`src/rtl/cxs_stall_pkg.sv`:
```
package cxs_stall_pkg;
  localparam int unsigned DATA_W     = 32;
  localparam int unsigned FUNC_W     = 5;
  localparam int unsigned CNT_W      = 16;
  localparam logic [FUNC_W-1:0] STALL_FUNC = 5'h1A;

  typedef struct packed {
    logic            hit;
    logic            zero;
    logic [CNT_W-1:0] count;
  } stall_req_t;
endpackage

```
`src/rtl/cxs_stall_decode.sv`:
```
module cxs_stall_decode #(
  parameter int unsigned DATA_W = cxs_stall_pkg::DATA_W,
  parameter int unsigned FUNC_W = cxs_stall_pkg::FUNC_W,
  parameter int unsigned CNT_W  = cxs_stall_pkg::CNT_W,
  parameter logic [FUNC_W-1:0] STALL_FUNC = cxs_stall_pkg::STALL_FUNC
) (
  input  logic              insn_valid,
  input  logic [FUNC_W-1:0] insn_func,
  input  logic [DATA_W-1:0] src_a,
  output cxs_stall_pkg::stall_req_t req
);
  // The count field is the low CNT_W bits of the first operand.
  always_comb begin
    req.hit   = insn_valid && (insn_func == STALL_FUNC);
    req.count = src_a[CNT_W-1:0];
    req.zero  = (src_a[CNT_W-1:0] == '0);
  end
endmodule

```
`src/rtl/cxs_stall_counter.sv`:
```
module cxs_stall_counter #(
  parameter int unsigned CNT_W = cxs_stall_pkg::CNT_W
) (
  input  logic clk,
  input  logic rst_n,
  input  cxs_stall_pkg::stall_req_t req,
  output logic stall_o,
  output logic done_o
);
  logic [CNT_W-1:0] cnt_q, cnt_d;
  logic             stall_q, stall_d;
  logic             done_q, done_d;
  logic             accept, last, cnt_en;

  // Requests are taken only while idle; a request during a hold is dropped.
  assign accept = req.hit && !stall_q;
  assign last   = stall_q && (cnt_q == CNT_W'(1));
  assign cnt_en = accept || stall_q;

  always_comb begin
    cnt_d   = cnt_q;
    stall_d = stall_q;
    if (accept && !req.zero) begin
      cnt_d   = req.count;
      stall_d = 1'b1;
    end else if (stall_q) begin
      cnt_d   = cnt_q - CNT_W'(1);
      stall_d = !last;
    end
    done_d = last || (accept && req.zero);
  end

  always_ff @(posedge clk or negedge rst_n) begin
    if (!rst_n) begin
      cnt_q   <= '0;
      stall_q <= 1'b0;
      done_q  <= 1'b0;
    end else begin
      if (cnt_en) begin
        cnt_q   <= cnt_d;
        stall_q <= stall_d;
      end
      done_q <= done_d;
    end
  end

  assign stall_o = stall_q;
  assign done_o  = done_q;
endmodule

```
`src/rtl/cxs_stall_timer.sv`:
```
module cxs_stall_timer #(
  parameter int unsigned DATA_W = cxs_stall_pkg::DATA_W,
  parameter int unsigned FUNC_W = cxs_stall_pkg::FUNC_W,
  parameter int unsigned CNT_W  = cxs_stall_pkg::CNT_W,
  parameter logic [FUNC_W-1:0] STALL_FUNC = cxs_stall_pkg::STALL_FUNC
) (
  input  logic              clk,
  input  logic              rst_n,
  input  logic              insn_valid,
  input  logic [FUNC_W-1:0] insn_func,
  input  logic [DATA_W-1:0] src_a,
  input  logic [DATA_W-1:0] src_b,
  output logic [DATA_W-1:0] result,
  output logic              result_valid,
  output logic              stall,
  output logic              busy
);
  localparam int unsigned SYNC_N = 2;

  logic [SYNC_N-1:0]          rst_sync_q;
  logic                       rst_int_n;
  cxs_stall_pkg::stall_req_t  req;
  logic                       stall_w, done_w;
  logic                       unused_b;

  // Reset asserts asynchronously and is released through a short flop chain.
  always_ff @(posedge clk or negedge rst_n) begin
    if (!rst_n) rst_sync_q <= '0;
    else        rst_sync_q <= {rst_sync_q[SYNC_N-2:0], 1'b1};
  end
  assign rst_int_n = rst_sync_q[SYNC_N-1];

  cxs_stall_decode #(
    .DATA_W(DATA_W), .FUNC_W(FUNC_W), .CNT_W(CNT_W), .STALL_FUNC(STALL_FUNC)
  ) u_dec (
    .insn_valid(insn_valid),
    .insn_func (insn_func),
    .src_a     (src_a),
    .req       (req)
  );

  cxs_stall_counter #(.CNT_W(CNT_W)) u_cnt (
    .clk    (clk),
    .rst_n  (rst_int_n),
    .req    (req),
    .stall_o(stall_w),
    .done_o (done_w)
  );

  assign unused_b     = ^src_b;
  assign stall        = stall_w;
  assign busy         = stall_w;
  assign result_valid = done_w;
  assign result       = '0;
endmodule

```
`config.mk`:
```
export PLATFORM = sky130hd
export DESIGN_NAME = cxs_stall_timer
export DESIGN_NICKNAME = d
export VERILOG_FILES = /design/src/rtl/cxs_stall_pkg.sv /design/src/rtl/cxs_stall_decode.sv /design/src/rtl/cxs_stall_counter.sv /design/src/rtl/cxs_stall_timer.sv
export SDC_FILE = /design/constraint.sdc
export NUM_CORES = 1
export LEC_CHECK = 0
export ABC_AREA = 1
export BUFFER_PORTS_ARGS = -buffer_cell sky130_fd_sc_hd__buf_2
export CELL_PAD_IN_SITES_DETAIL_PLACEMENT = 1
export CELL_PAD_IN_SITES_GLOBAL_PLACEMENT = 1
export CORE_ASPECT_RATIO = 0.6
export CORE_UTILIZATION = 30
export CTS_CLUSTER_SIZE = 24
export DETAILED_ROUTE_END_ITERATION = 10
export PLACE_DENSITY_LB_ADDON = 0.05
export SLEW_MARGIN = 5
export SYNTH_ARGS = -nofsm -noshare
export SYNTH_HDL_FRONTEND = slang
export SYNTH_SLANG_ARGS = --single-unit
```
`constraint.sdc`:
```
create_clock -name clk -period 2.3 [get_ports clk]
set_clock_uncertainty 0.2 [all_clocks]
set_input_delay 0.345 -clock clk [delete_from_list [all_inputs] [get_ports clk]]
set_output_delay 0.345 -clock clk [all_outputs]
set_load 0.01 [all_outputs]
```
[Yosys cells after proc, flatten, opt, wreduce, memory -nomap -nowiden]
Cells that the tools add are included.
W data, S select, Z words.
Storage, ports and cells
  register bits: 20
  bits of input ports: 72
  word-level logic and storage cells: 24
Cells by class
  add/subtract/negate cells: 1
  equality and inequality tests: 2
  muxes and demuxes: 4
  reduce and logical (&&, ||, !) cells: 13
Operators with widths (number)
  $mux W16: 2
  $eq A16 B1 Y1 const B: 1
  $logic_not A16 Y1: 1
  $sub A16 B1 Y16 const B: 1
  $eq A5 B5 Y1 const B: 1
  $logic_and A1 B1 Y1: 5
  $logic_not A1 Y1: 3
  $logic_or A1 B1 Y1: 2
  $mux W1: 2
  $reduce_and A2 Y1: 1
  $reduce_bool A2 Y1: 1

[Logic depth before layout (Yosys ltp)]
  depth in word-level cells: 6
  mapped depth: 11
  depth with buffers taken out: 10

[By module]
From an unflattened synthesis, not the netlist that was laid out.
Unflattened totals
  cells, all modules: 274
  area total of the unflattened synthesis: 1860.5 um2
Modules (own cells, without submodules)
  cxs_stall_counter: instances 1, cells each 190, area an instance 1312.5 um2, sequential area each 450.4 um2
  cxs_stall_timer: instances 1, cells each 37, area an instance 305.3 um2, sequential area each 50.0 um2
  cxs_stall_decode: instances 1, cells each 47, area an instance 242.7 um2, sequential area each 0.0 um2

[Worst setup path before layout]
OpenSTA, ideal clock, no wires.
  path type: reg-to-reg
  start: reg u_cnt.cnt_q[0]
  end: reg u_cnt.cnt_q[10]
  arrival: 1.200 ns
  path slack: 0.776 ns
  cell stages (with the launch flop): 10
  buffers on the path: 0
  path through: dfrtp_1 > inv_1 > ha_1 > inv_1 > nor2_1 > nand3_1 > nor2_1 > nand2_1 > nand3_1 > nand3_1
On the way
  cells in the longest elaborated chain, start to end: 3
RTL lines
  start: declaration: line cxs_stall_counter.sv:10  | logic [CNT_W-1:0] cnt_q, cnt_d;
  start signal: assignment: line cxs_stall_counter.sv:40  | cnt_q <= cnt_d;
  $sub A16 B1 Y16: line cxs_stall_counter.sv:27  | cnt_d = cnt_q - CNT_W'(1);
  $mux W16: line cxs_stall_counter.sv:26  | end else if (stall_q) begin
  $mux W16: line cxs_stall_counter.sv:23  | if (accept && !req.zero) begin
No other way between the ends. The select of a mux whose other input is x is not followed.
A chain may end at the register's enable or synchronous reset.

[Worst setup path in the final report]
Ends and elaborated chain as after synthesis.

==> flow_metrics.py <==
metrics = {
    "placement": {
        "hpwlAfterDp_um": 3720,
        "placed_cells": 345,
        "replace_congestion": 0.772,
        "buffer_ports.inserted": 26,
        "pre_cts_ws_ns": 0.409,
    },
    "finish": {
        "post_route_cells_drive_above_1_share_pct": 16.5,
        "commonest_non_fill_non_tap_cells_in_the_layout": "sky130_fd_sc_hd__nand2_1, sky130_fd_sc_hd__nand3_1, sky130_fd_sc_hd__nor2_1, sky130_fd_sc_hd__conb_1, sky130_fd_sc_hd__buf_2",
        "postLayoutCoreUtil_pct": 35.0,
        "finalNonFillerCells": 350,
        "num-nets-final": 359,
        "area_delta_synth_final_pct": 8.61,
        "mostFrequentLayoutCell": "sky130_fd_sc_hd__nand2_1",
        "insertedDiodeCount": 0,
    },
    "clock_network": {
        "cts_htree_levels": 1,
        "tritoncts.num_buffers": 3,
        "cts_root_buffer": "sky130_fd_sc_hd__clkbuf_8",
        "cts_setup_buffers": 0,
        "clk_sink_count": 20,
        "worstSkewPairLatency_ns": 0.27,
        "cts.reportedPaths.clkPinSlew_ns": 0.09,
        "tritoncts": "done",
        "cts-root-to-sink-buffers": 2,
    },
    "sta": {
        "fmax_mhz": 586,
        "hold_violations": 0,
        "timing.max_slew.rel_slack_pct": 43.0,
        "slew_viol_final": 0,
        "min_period_ns": 1.71,
        "setup_total_negative_slack_ns": 0,
        "finalSetupViolCount": 0,
        "period_share_pct": 74.2,
        "max_slew.worst_pin.slew_ns": 0.855,
        "rsz0062_at_grt": "no",
        "layout_setup_ws_ns": 0.594,
    },
    "power": {
        "worst_ir_drop_vdd_mv": 0.204,
        "share_comb_of_total_power_pct": 7.6,
        "power.share.clock_pct": 46.8,
        "seq_power_share_pct": 45.6,
        "cellLeakagePower_nw": 0.902,
        "internal_power_mw": 0.605,
        "swShare_pct": 23.6,
        "net_load_switching_power_mw": 0.187,
        "finalPower_mw": 0.792,
        "p_per_area_mw_per_mm2": 433,
    },
    "drt": {
        "detailroute.via_count": 1558,
        "route.final.wire_length_um": 4680,
        "routed_via_density": 4.45,
        "met3_wire_length_um": 161,
        "remaining_drc_errors": 0,
        "wire_length_on_met1_um": 2770,
        "highest-signal-layer": "met4",
        "wl_met2_um": 1710,
        "drt_first_pass_iters": 4,
        "avgRoutedWirePerCell_um": 13.4,
        "initialDrtViolationCount": 72,
        "route.antenna.remaining_nets": 0,
    },
    "worst_setup_path": {
        "worstPathMaxFanout": 3,
        "worstPathArrival_ns": 1.67,
        "worst_setup_path_start_kind": "flop",
        "worst-endpoint-required_ns": 2.26,
        "endpoint_kind": "flop",
        "setup.worst_path.class": "flop to flop",
    },
    "logic_synthesis": {
        "synth.lib_cells_used.distinct": 25,
        "ys_warn_count": 0,
        "synthesis.instances": 258,
        "ys_ff_latch": 20,
        "syn-cell-area_mm2": 0.00169,
        "synth.avg_cell_area_um2": 6.53,
        "seq_total_area_yosys_pct": 29.7,
    },
    "global_route": {
        "grt_first_pass_wirelength_um": 7950,
        "pin_count_of_the_biggest_net_entering_global_routing": 21,
        "grt.overflow.total": 0,
        "grt_antenna_before_repair": 0,
        "first_global_vias": 1530,
        "gr-usage-all-layers_pct": 18.0,
    },
    "outcome": {
        "status": "finished, final reports clean",
    },
    "floorplan": {
        "ios": 107,
        "rows": 20,
        "die_height_um": 60.1,
        "core_area_mm2": 0.00523,
        "dieWidth_um": 98.8,
        "floorplan.die_area_mm2": 0.00593,
        "initial_utilization_pct": 32.2,
    },
    "job": {
        "drv_cap": 0,
    },
    "hold_path": {
        "hold_crit_class": "input pin to flop",
    },
}
worst max-delay path: stages, from the launching register on:
cell                      delay [ns]
sky130_fd_sc_hd__dfrtp_1        0.41
sky130_fd_sc_hd__inv_1          0.09
sky130_fd_sc_hd__ha_1           0.18
sky130_fd_sc_hd__inv_1          0.06
sky130_fd_sc_hd__nor2_1         0.14
sky130_fd_sc_hd__nand3_1        0.17
sky130_fd_sc_hd__nor2_1         0.13
sky130_fd_sc_hd__nand2_1        0.06
sky130_fd_sc_hd__nand3_1        0.09
sky130_fd_sc_hd__nand3_1        0.07
path summary, 6_finish.rpt:
path	start	to	slack, ns	cells after the start
min in group asynchronous	rst_sync_q[1]$_DFF_PN0_	u_cnt.cnt_q[10]$_DFFE_PN0P_	0.16	0
setup reg to reg	u_cnt.cnt_q[0]$_DFFE_PN0P_	u_cnt.cnt_q[10]$_DFFE_PN0P_	0.59	9
setup / recovery	u_cnt.cnt_q[0]$_DFFE_PN0P_	u_cnt.cnt_q[10]$_DFFE_PN0P_	0.59	9
max in group asynchronous	rst_sync_q[1]$_DFF_PN0_	u_cnt.cnt_q[2]$_DFFE_PN0P_	1.21	0
hold reg to reg	rst_sync_q[1]$_DFF_PN0_	u_cnt.cnt_q[10]$_DFFE_PN0P_	0.16	0
hold / removal	src_a[10]	u_cnt.cnt_q[10]$_DFFE_PN0P_	0.09	3
state kept, by name (all words and copies together), names as in the netlist:
name and count:
u_cnt.stall_o 1, rst_sync_q 2, u_cnt.done_o 1, u_cnt.cnt_q 16
cell usage after synthesis:
cell | count | area share [%]
sky130_fd_sc_hd__nor2_2 | 5 | 1.9
sky130_fd_sc_hd__conb_1 | 2 | 0.45
sky130_fd_sc_hd__nand2_2 | 5 | 1.9
sky130_fd_sc_hd__o21bai_1 | 5 | 2.2
sky130_fd_sc_hd__or2_2 | 1 | 0.37
sky130_fd_sc_hd__o22ai_1 | 1 | 0.37
sky130_fd_sc_hd__inv_2 | 1 | 0.22
sky130_fd_sc_hd__clkbuf_1 | 2 | 0.45
sky130_fd_sc_hd__nand3_1 | 43 | 13
sky130_fd_sc_hd__dfrtp_1 | 20 | 30
sky130_fd_sc_hd__a21oi_1 | 1 | 0.30
sky130_fd_sc_hd__xor2_1 | 1 | 0.52
sky130_fd_sc_hd__nand2_1 | 68 | 15
sky130_fd_sc_hd__buf_6 | 2 | 1.3
sky130_fd_sc_hd__ha_1 | 2 | 1.5
sky130_fd_sc_hd__o21ai_0 | 5 | 1.5
sky130_fd_sc_hd__nand3b_1 | 1 | 0.45
sky130_fd_sc_hd__nor2_4 | 1 | 0.67
sky130_fd_sc_hd__buf_2 | 2 | 0.59
sky130_fd_sc_hd__nor2_1 | 33 | 7.3
sky130_fd_sc_hd__nor3_1 | 1 | 0.30
sky130_fd_sc_hd__inv_4 | 1 | 0.37
sky130_fd_sc_hd__inv_1 | 21 | 4.7
sky130_fd_sc_hd__nand4_1 | 1 | 0.37
sky130_fd_sc_hd__buf_4 | 33 | 15
logic make-up after synthesis:
logic type / count (synthesis) / share of synthesized area, %
compound gates: 12 / 4.38
xor+xnor: 1 / 0.520
fa+ha+maj: 2 / 1.48
buf+inv: 62 / 22.3
flops: 20 / 29.7
other cells: 2 / 0.446
simple gates: 159 / 41.1
cell type report:
| class | count | area, um^2 |
|---|---|---|
| clock inverters | 1 | 30.0 |
| clock buffers | 3 | 41.3 |
| repair buffers | 30 | 163 |
| well taps | 66 | 82.6 |
| fillers | 698 | 3400 |
| inverters | 23 | 88.8 |
| multi-input cells | 207 | 925 |
| flip-flops and latches | 20 | 500 |
metal layers:
| metal | global-route usage [%] | vias to the layer above |
|---|---|---|
| met5 | 0 | - |
| met4 | 3.20 | 0 |
| met3 | 3.74 | 4 |
| met2 | 26.0 | 33 |
| met1 | 27.4 | 724 |
| li1 | - | 797 |
power groups by stage:
stage                     clock network, mW  registers (mW)  logic, mW
after global routing                  0.400           0.363     0.0693
after detailed placement                  0           0.369     0.0583
after CTS                             0.387           0.362     0.0597
after floorplan                           0           0.365     0.0734
after global placement                    0           0.369     0.0574
final                                 0.371           0.361     0.0603
through the flow:
stage,cell area (um^2),hold slack [ns]
3_3_place_gp,1750,-0.0662
2_1_floorplan,1800,-0.151
4_1_cts,1830,0.0904
3_5_place_dp,1750,-0.0662
6_report,1830,0.0942
5_1_grt,1830,0.109
repair_timing:
action	CTS	global route
gates resized for setup	0	0
hold endpoints to repair	2	0
hold buffers	1	0
Note: power is estimated with default switching activity, not from simulation.
